--- src/rtl/cstate_pkg.sv ---
package cstate_pkg;
  typedef enum logic [1:0] {
    CS_C0 = 2'b00,
    CS_C1 = 2'b01,
    CS_C2 = 2'b10
  } cstate_e;
endpackage

--- src/rtl/cstate_brk_qual.sv ---
module cstate_brk_qual #(
  parameter int NUM_IRQ    = 24,
  parameter int LEGACY_IRQ = 16
) (
  input  logic [NUM_IRQ-1:0] irq_i,
  input  logic [NUM_IRQ-1:0] irq_mask_i,
  input  logic               apic_mode_i,
  input  logic               sci_i,
  input  logic               nmi_evt_i,
  input  logic               smi_evt_i,
  input  logic               init_evt_i,
  input  logic               pend_brk_i,
  input  logic               ferr_brk_en_i,
  output logic               brk_c1_o,
  output logic               brk_c2_o
);
  logic [NUM_IRQ-1:0] line_ok;

  for (genvar g = 0; g < NUM_IRQ; g++) begin : g_line
    if (g < LEGACY_IRQ) begin : g_legacy
      assign line_ok[g] = irq_i[g] & ~irq_mask_i[g];
    end else begin : g_apic
      assign line_ok[g] = irq_i[g] & ~irq_mask_i[g] & apic_mode_i;
    end
  end

  // common break set, valid in C1 and C2
  assign brk_c1_o = (|line_ok) | sci_i | nmi_evt_i | smi_evt_i | init_evt_i;
  // pending break only counts toward C2
  assign brk_c2_o = brk_c1_o | (pend_brk_i & ferr_brk_en_i);
endmodule

--- src/rtl/cstate_fsm.sv ---
module cstate_fsm
  import cstate_pkg::*;
(
  input  logic    clk_i,
  input  logic    rst_ni,
  input  logic    halt_i,
  input  logic    lvl2_rd_i,
  input  logic    brk_c1_i,
  input  logic    brk_c2_i,
  output cstate_e state_o,
  output logic    stpclk_no
);
  cstate_e state_q, state_d;
  logic    stp_q;

  always_comb begin
    state_d = state_q;
    unique case (state_q)
      CS_C0: begin
        if (lvl2_rd_i)   state_d = brk_c2_i ? CS_C0 : CS_C2;
        else if (halt_i) state_d = brk_c1_i ? CS_C0 : CS_C1;
      end
      CS_C1:   if (brk_c1_i) state_d = CS_C0;
      CS_C2:   if (brk_c2_i) state_d = CS_C0;
      default: state_d = CS_C0;
    endcase
  end

  always_ff @(posedge clk_i or negedge rst_ni) begin
    if (!rst_ni) begin
      state_q <= CS_C0;
      stp_q   <= 1'b1;
    end else begin
      state_q <= state_d;
      stp_q   <= (state_d != CS_C2);
    end
  end

  assign state_o   = state_q;
  assign stpclk_no = stp_q;
endmodule

--- src/rtl/cstate_ctrl.sv ---
module cstate_ctrl
  import cstate_pkg::*;
#(
  parameter int NUM_IRQ    = 24,
  parameter int LEGACY_IRQ = 16
) (
  input  logic               clk_i,
  input  logic               rst_ni,
  input  logic               halt_i,
  input  logic               lvl2_rd_i,
  input  logic [NUM_IRQ-1:0] irq_i,
  input  logic [NUM_IRQ-1:0] irq_mask_i,
  input  logic               apic_mode_i,
  input  logic               sci_i,
  input  logic               nmi_evt_i,
  input  logic               smi_evt_i,
  input  logic               init_evt_i,
  input  logic               pend_brk_i,
  input  logic               ferr_brk_en_i,
  output logic               stpclk_no,
  output logic [1:0]         cstate_o
);
  logic    brk_c1, brk_c2;
  cstate_e state;

  cstate_brk_qual #(.NUM_IRQ(NUM_IRQ), .LEGACY_IRQ(LEGACY_IRQ)) u_qual (
    .irq_i         (irq_i),
    .irq_mask_i    (irq_mask_i),
    .apic_mode_i   (apic_mode_i),
    .sci_i         (sci_i),
    .nmi_evt_i     (nmi_evt_i),
    .smi_evt_i     (smi_evt_i),
    .init_evt_i    (init_evt_i),
    .pend_brk_i    (pend_brk_i),
    .ferr_brk_en_i (ferr_brk_en_i),
    .brk_c1_o      (brk_c1),
    .brk_c2_o      (brk_c2)
  );

  cstate_fsm u_fsm (
    .clk_i     (clk_i),
    .rst_ni    (rst_ni),
    .halt_i    (halt_i),
    .lvl2_rd_i (lvl2_rd_i),
    .brk_c1_i  (brk_c1),
    .brk_c2_i  (brk_c2),
    .state_o   (state),
    .stpclk_no (stpclk_no)
  );

  assign cstate_o = state;
endmodule

--- config.mk ---
export PLATFORM = sky130hd
export DESIGN_NAME = cstate_ctrl
export DESIGN_NICKNAME = d
export VERILOG_FILES = /design/src/rtl/cstate_pkg.sv /design/src/rtl/cstate_brk_qual.sv /design/src/rtl/cstate_fsm.sv /design/src/rtl/cstate_ctrl.sv
export SDC_FILE = /design/constraint.sdc
export NUM_CORES = 1
export LEC_CHECK = 0
export ABC_AREA = 0
export BUFFER_PORTS_ARGS = -buffer_cell sky130_fd_sc_hd__buf_4
export CORE_ASPECT_RATIO = 1.25
export CORE_MARGIN = 8
export CORE_UTILIZATION = 25
export DETAILED_ROUTE_END_ITERATION = 6
export GPL_TIMING_DRIVEN = 0
export PLACE_DENSITY = 0.7
export SLEW_MARGIN = 30
export SYNTH_ARGS = -nofsm -noshare
export SYNTH_HDL_FRONTEND = slang
export SYNTH_SLANG_ARGS = --single-unit
--- constraint.sdc ---
create_clock -name clk_i -period 1.05 [get_ports clk_i]
set_input_delay 0.1575 -clock clk_i [delete_from_list [all_inputs] [get_ports clk_i]]
set_output_delay 0.1575 -clock clk_i [all_outputs]
set_load 0.05 [all_outputs]
=== After elaboration in Yosys (flattened, before gate mapping) ===
Cells that the tools add are included.

* Mux-type cells: 7
* Reduce and logical (&&, ||, !) cells: 2
* Equality and inequality tests: 3
* Bitwise logic cells: 62

{| class="wikitable"
|+ Operator list
! cell !! count
|-
| 1-bit bitwise AND || 33
|-
| 1-bit inverter || 24
|-
| 24-bit OR reduction || 1
|-
| 2-bit 2-to-1 mux || 5
|-
| 2-bit case mux with 3 select lines || 1
|-
| 1-bit OR || 5
|-
| 2-bit by 1-bit == test with 1-bit output, second input constant || 1
|-
| 2-bit == test, second input constant || 1
|-
| 2-bit zero test || 1
|-
| 2-bit inequality test, second input constant || 1
|-
| 1-bit 2-to-1 mux || 1
|}

* Logic and storage cells: 76
* Flip-flop bits (word level): 3

=== Logic depth before layout (Yosys ltp) ===
Gate-level depths: netlist (run 1).

* Depth after elaboration: 13
* Depth in mapped cells: 4
* Gate-level depth less buffers: 4

=== By module ===
From an unflattened synthesis (run 1), not the netlist that was laid out.

* Cell total of the unflattened synthesis: 49
* Area, all modules: 336.6 um^2

{| class="wikitable"
|+ By module, submodules not included
! module !! cells an instance !! area an instance (um^2) !! times used !! seq. area each (um^2)
|-
| cstate_brk_qual || 40 || 226.5 || 1 || 0.0
|-
| cstate_fsm || 9 || 110.1 || 1 || 76.3
|}

=== Worst setup path before layout (run 1) ===
Ideal clock, no wire load.

* Kind: flip-flop to flip-flop
* Start point: reg u_fsm.state_q[0], in the netlist u_fsm.state_o[0]
* End point: reg u_fsm.stp_q, in the netlist u_fsm.stpclk_no
* Data required time: 0.956 ns
* Arrival: 1.220 ns
* Stages on the path, launching flop included: 4
* Setup slack: -0.264 ns
* Cell sequence: dfrtp_1 -> a21oi_1 -> o21ai_0 -> or4_1

* Word-level cells in the longest chain between the ends: 4

{| class="wikitable"
|+ RTL lines
! what !! RTL line !! RTL
|-
| start: declaration || cstate_fsm.sv:13 || <nowiki>cstate_e state_q, state_d;</nowiki>
|-
| start signal: assignment || cstate_fsm.sv:34 || <nowiki>state_q <= state_d;</nowiki>
|-
| 2-bit 2-to-1 mux || cstate_fsm.sv:21 || <nowiki>else if (halt_i) state_d = brk_c1_i ? CS_C0 : CS_C1;</nowiki>
|-
| 2-bit 2-to-1 mux || cstate_fsm.sv:20 || <nowiki>if (lvl2_rd_i) state_d = brk_c2_i ? CS_C0 : CS_C2;</nowiki>
|-
| 2-bit case mux with 3 select lines (*) || cstate_fsm.sv:18 || <nowiki>unique case (state_q)</nowiki>
|-
| 2-bit inequality test (*) || cstate_fsm.sv:35 || <nowiki>stp_q <= (state_d != CS_C2);</nowiki>
|-
| end signal: assignment || cstate_fsm.sv:35 ||
|-
| end: declaration || cstate_fsm.sv:14 || <nowiki>logic stp_q;</nowiki>
|}

Mark *: on every way between the ends. The rest lies on a longest branch, timed or not.

=== Worst setup path in the final report (run 1) ===
* Start point: in irq_i[11]
* End point: reg u_fsm.stp_q, in the netlist u_fsm.stpclk_no

* Word-level cells in the longest chain between the ends: 11

{| class="wikitable"
|+ RTL lines
! what !! RTL line !! RTL
|-
| start: declaration || cstate_ctrl.sv:11 || <nowiki>input logic [NUM_IRQ-1:0] irq_i,</nowiki>
|-
| 1-bit bitwise AND (*) || cstate_brk_qual.sv:21 || <nowiki>assign line_ok[g] = irq_i[g] & ~irq_mask_i[g];</nowiki>
|-
| 24-bit OR reduction (*) || cstate_brk_qual.sv:28 || <nowiki>assign brk_c1_o = (|line_ok) | sci_i | nmi_evt_i | smi_evt_i | init_evt_i;</nowiki>
|-
| 1-bit OR (*) (4 in a row) || cstate_brk_qual.sv:28 ||
|-
| 1-bit 2-to-1 mux or 1-bit OR (tied branches) || cstate_fsm.sv:21, cstate_brk_qual.sv:30 ||
|-
| 2-bit 2-to-1 mux (on tied branches) || cstate_fsm.sv:21, cstate_fsm.sv:20 ||
|-
| 2-bit 2-to-1 mux || cstate_fsm.sv:20 ||
|-
| 2-bit case mux with 3 select lines (*) || cstate_fsm.sv:18 ||
|-
| 2-bit inequality test (*) || cstate_fsm.sv:35 ||
|}

Marks and branches as above.

==> results of run 1 <==
[report_power, final]
| group | switching (W) | internal [W] |
|---|---|---|
| clock network | 0.0000606 | 0.000142 |
| registers | 0.0000000166 | 0.000116 |
| logic | 0.0000865 | 0.000204 |
[cells by family (layout without fill, tap and decap cells)]
logic type / Yosys count / count (layout)
buffers and inverters: 14 / 82
flip-flops: 3 / 3
AO/OA/AOI/OAI: 13 / 13
AND/OR/NAND/NOR: 16 / 16
[placed cells by master, fill, tap and decap left out, types with 2 or more instances in the layout]
cell / n
clkbuf_4: 3
nor4_1: 2
nor2b_4: 6
nor2b_1: 4
buf_6: 3
buf_4: 59
o22ai_1: 4
a2111oi_4: 3
inv_1: 13
[area by class of cell]
class,count,share of cell area [%]
repair buffers,64,50.4
flip-flops and latches,3,7.79
clock buffers,4,2.64
well taps,18,2.26
inverters,14,5.28
multi-input cells,29,31.7
[through the flow]
stage / area, um2 / power, W / hold WS [ps]
2_1_floorplan: 410 / 0.000204 / -138
3_3_place_gp: 891 / 0.000376 / -51.9
3_5_place_dp: 891 / 0.000382 / -51.5
4_1_cts: 983 / 0.000611 / 259
5_1_grt: 996 / 0.000649 / 236
6_report: 996 / 0.000610 / 235
[what timing repair did]
item                                    4_1_cts  5_1_grt
endpoints found under the hold margin         3        0
pin swaps                                     6        5
hold buffers                                  1        0
gates resized for setup                      11        3
buffers inserted                              2        0
endpoints found under the setup margin        2        4
[per-layer routing]
metal / vias to the layer above / track usage [%]
li1: 296 / -
met1: 254 / 10.1
met2: 49 / 21.0
met3: 2 / 6.04
met4: 0 / 5.93
met5: - / 0
[state kept, by name (all words and copies together), names as in the netlist]
name             count
u_fsm.stpclk_no      1
u_fsm.state_o        2
[how the worst min path moves through the flow]
stage / start / to
2_1_floorplan: rst_ni / u_fsm.state_o[0]
3_3_place_gp: rst_ni / u_fsm.state_o[1]
3_5_place_dp: rst_ni / u_fsm.state_o[1]
4_1_cts: lvl2_rd_i / u_fsm.state_o[0]
5_1_grt: smi_evt_i / u_fsm.state_o[0]
6_report: smi_evt_i / u_fsm.state_o[1]
[cell usage after synthesis]
master / n / area, um2
nor2b_1: 7 / 43.8
o22ai_1: 4 / 25.0
o2111ai_1: 1 / 8.76
nand3_2: 1 / 10.0
dfrtp_1: 2 / 50.1
o21ai_0: 1 / 5.00
o21bai_1: 1 / 7.51
or4_1: 1 / 7.51
dfstp_2: 1 / 26.3
nor2b_4: 3 / 41.3
a21oi_1: 1 / 5.00
o41a_1: 1 / 11.3
nor4_1: 3 / 18.8
inv_1: 13 / 48.8
a22oi_1: 1 / 7.51
nand2b_1: 1 / 6.26
inv_2: 1 / 3.75
a2111oi_4: 3 / 82.6
[worst max-delay path, delay by kind of cell]
family                 cells  cell delay, ps
buffers and inverters      1              90
and+or+nand+nor            3             760
AOI/OAI and AO/OA          1             330
==> flow_metrics.tcl, run 1 <==
set metrics [dict create \
    wl_met2_um 932 \
    layout_setup_ws_ps -135 \
    grt_pass1_vias 673 \
    crit_chain "buf_6, nor2b_4, a2111oi_4, nand3_2, or4_1" \
    wire_per_inst_um 14.4 \
    nets 174 \
    p_leak_nw 0.521 \
    cp_max_fo 2 \
    via_per_inst 4.55 \
    io_pins 62 \
    r2r_start "u_fsm.state_o[0]" \
    synth_cell_type_count 18 \
    yosys.area_share.simple_pct 31.2 \
    first_pass_iters 3 \
    area_delta_synth_final_pct 143 \
    critPathCaptureType "flop" \
    cts_max_path_buffers 2 \
    gp_congestion 0.777 \
    outcome "finished, violations left" \
    ir_drop_mv 0.415 \
    worst_setup_hold_path_clk_slew_ps 40 \
    dieArea_um2 3200 \
    m1WireLength_um 618 \
    whs_path_depth 4 \
    rsz0062_at_grt "yes" \
    drtIter0Drc 13 \
    maxClockFrequency_ghz 0.844 \
    start_util_pct 26.2 \
    grt_usage_pct 11.5 \
    cp_slowest_cell "or4_1" \
    muxShareOfSynthArea_pct 0 \
    worstSkewPairLatency_ps 230 \
    worstMarginPinSlew_ps 284 \
    numCtsBuffers 3 \
    fin_util_pct 63.8 \
    startpoint_type "primary input" \
    yosysSeqAreaShare_pct 18.7 \
    fin_tns_setup_ps -282 \
    cts_sinks 3 \
    fp.dieH_um 61.2 \
    cp_data_required_time_ps 1190 \
    syn_inst 46 \
    wirelength_mm 1.90 \
    die_width_um 52.2 \
    violations "negative setup slack" \
    wl_met3_um 322 \
    htreeDepth 1 \
    critPathKind "in2reg" \
    fin_cells 132 \
    powerDensity_nw_per_um2 613 \
    skew_ps 2.21 \
    setup_viol 4 \
    worstPathArrival_ps 1330 \
    preCtsSetupSlack_ps -408 \
    cap_violations 0 \
    hold_viol_final 0 \
    grt_pass1_wl_mm 2.77 \
    max_stage_delay_ps 510 \
    final-max-slew-violation-count 0 \
    grt_overflow_total 0 \
    min_period_over_period_pct 113 \
    ff2ff_path_depth 3 \
    netlist_area_um2 409 \
    multi_input_area_um2 315 \
    rows 16 \
    finalCriticalPeriod_ps 1190 \
    num_antenna_cells 0 \
    vias 601 \
    post-place-cells 125 \
    critPathCapture "u_fsm.stpclk_no" \
    antenna_found_initial 0 \
    register_area_um2 77.6 \
    synth-xor-area-share_pct 0 \
    route.antenna.remaining_nets 0 \
    top_layer_used "met4" \
    portBuffers 61 \
    r2r_slack_ps -60 \
    hpwl_mm 1.58 \
    synth_compound_area_share_pct 37.3 \
    min_path_type "in2reg" \
    yosys_warnings 0 \
    relSlewSlack_pct 80.9 \
    grt_max_degree 4 \
    clock-root-buffer "clkbuf_4" \
    synth_top_family_by_area "compound AO/OA/AOI/OAI gates" \
    crit_path_start "irq_i[11]" \
    synth-seq-cells 3 \
    syn_nets 105 \
    synth_fa_ha_area_share_pct 0 \
    post-route-drc-count 0 \
    syn_avg_cell_area_um2 8.89 \
    tritoncts "yes" \
    drive_gt1_share_pct 71.1 \
    coreArea_um2 1560 \
    fillers 151 \
    r2r_end "u_fsm.stpclk_no" \
]
No activity file was read; power rests on OpenSTA's default activity.
==> run 2, diff against run 1 <==
--- a/config.mk
+++ b/config.mk
@@ -12,7 +12,7 @@
 export CORE_UTILIZATION = 25
 export DETAILED_ROUTE_END_ITERATION = 6
 export GPL_TIMING_DRIVEN = 0
-export PLACE_DENSITY = 0.7
+export PLACE_DENSITY = 0.73
 export SLEW_MARGIN = 30
 export SYNTH_ARGS = -nofsm -noshare
 export SYNTH_HDL_FRONTEND = slang
==> run 2 against run 1 <==
Against the previous run: the run still ends with negative setup slack left; sequential share of layout area is 0.12 points lower; first-iteration DRC count is 31% lower; utilization is 0.96 points higher; critical endpoint unchanged; largest cell class unchanged; largest power group unchanged.
==> flow_metrics.tcl, run 2 (same netlist as run 1, synthesis figures left out) <==
set metrics [dict create \
    outcome "finished, violations left" \
    violations "negative setup slack" \
    cp_max_fo 3 \
    io_pins 62 \
    ir_drop_mv 0.422 \
    min_period_over_period_pct 116 \
    powerDensity_nw_per_um2 628 \
    cts_max_path_buffers 2 \
    fp.dieH_um 61.2 \
    critPathCaptureType "flop" \
    setup_viol 4 \
    tritoncts "yes" \
    layout_setup_ws_ps -171 \
    gp_congestion 0.787 \
    fin_tns_setup_ps -314 \
    coreArea_um2 1560 \
    p_sw_w 0.000170 \
    worstMarginPinSlew_ps 318 \
    grt_pass1_vias 657 \
    worst_setup_hold_path_clk_slew_ps 40 \
    min_path_type "in2reg" \
    dieArea_um2 3200 \
    portBuffers 61 \
    hold_viol_final 0 \
    relSlewSlack_pct 78.6 \
    vias 612 \
    skew_ps 6.36 \
    p_leak_nw 0.517 \
    via_per_inst 4.64 \
    pwr-share-comb_pct 46.6 \
    hpwl_mm 1.58 \
    final-max-slew-violation-count 0 \
    maxClockFrequency_ghz 0.819 \
    wire_per_inst_um 14.1 \
    cap_violations 0 \
    nets 174 \
    cts_sinks 3 \
    clockPowerShare_pct 35.1 \
    area_delta_synth_final_pct 147 \
    htreeDepth 1 \
    clock-root-buffer "clkbuf_4" \
    hold_slack_ps 214 \
    num_antenna_cells 0 \
    drive_gt1_share_pct 76.3 \
    switching_share_pct 26.8 \
    cp_data_required_time_ps 1210 \
    drtIter0Drc 9 \
    largest_reg_flops 2 \
    critPathKind "in2reg" \
    start_util_pct 26.2 \
    rsz0062_at_grt "yes" \
    final_common_cell "buf_4" \
    grt_max_degree 4 \
    rows 16 \
    worstSkewPairLatency_ps 250 \
    preCtsSetupSlack_ps -435 \
    startpoint_type "primary input" \
    grt_pass1_wl_mm 2.70 \
    grt_overflow_total 0 \
    numCtsBuffers 3 \
    die_width_um 52.2 \
    worstPathArrival_ps 1380 \
    final_cell_mix "59 x buf_4, 10 x inv_1, 5 x nor2b_4, 5 x nor2b_1, 4 x inv_2" \
    post-route-drc-count 0 \
    finalCriticalPeriod_ps 1220 \
    route.antenna.remaining_nets 0 \
    antenna_found_initial 0 \
    p_seq_share_pct 18.3 \
    first_pass_iters 3 \
    power.internal_w 0.000465 \
    grt_usage_pct 11.5 \
    wirelength_mm 1.86 \
    fin_total_pwr_w 0.000634 \
]
-- run 2: metal layers --
| metal | wire length, um | up-vias | GRT usage, % |
|---|---|---|---|
| met5 | 0 | - | 0 |
| met4 | 34 | 0 | 7.78 |
| met3 | 329 | 3 | 7.49 |
| met2 | 883 | 47 | 19.8 |
| met1 | 614 | 266 | 9.30 |
| li1 | - | 296 | - |
-- run 2: worst paths after layout --
path | start | end | slack (ps) | depth (start not counted)
setup / recovery | irq_i[22] | u_fsm.stpclk_no | -170 | 5
hold / removal | sci_i | u_fsm.state_o[1] | 210 | 4
setup reg to reg | u_fsm.state_o[0] | u_fsm.stpclk_no | -120 | 3
hold reg to reg | u_fsm.state_o[1] | u_fsm.state_o[0] | 560 | 2
max in group asynchronous | rst_ni | u_fsm.stpclk_no | 600 | 2
min in group asynchronous | rst_ni | u_fsm.state_o[0] | 260 | 2
-- run 2: per-stage QoR --
step	std cells	instance area, um2	utilization (%)
after global placement	125	891	57.1
after global routing	132	1010	64.7
after detailed placement	125	891	57.1
after CTS	131	966	61.9
final	132	1010	64.7
after floorplan	46	410	-
-- run 2: critical path, stage by stage --
cell,delay [ps]
buf_6,90
inv_2,40
o22ai_2,70
o41a_1,470
or4_4,550
-- run 2: final cells by class --
type                    count  area, um2
fillers                   136        551
repair buffers             64        502
multi-input cells          29        330
flip-flops and latches      3       77.6
inverters                  14       52.6
clock buffers               4       26.3
well taps                  18       22.5
-- run 2: power groups by stage --
| stage | clock (W) | sequential, W | combinational (W) |
|---|---|---|---|
| floorplan | 0 | 0.000118 | 0.0000861 |
| detailed placement | 0 | 0.000118 | 0.000265 |
| finish | 0.000223 | 0.000116 | 0.000296 |
| CTS | 0.000225 | 0.000116 | 0.000278 |
| global placement | 0 | 0.000118 | 0.000258 |
| global route | 0.000225 | 0.000116 | 0.000315 |
-- run 2: repair_timing --
action | 4_1_cts | 5_1_grt
setup endpoints to repair | 2 | 4
pin swaps | 3 | 4
gates resized for setup | 7 | 11
endpoints found under the hold margin | 3 | 0
cloned | 0 | 0
hold buffers | 1 | 0
buffers inserted | 1 | 1
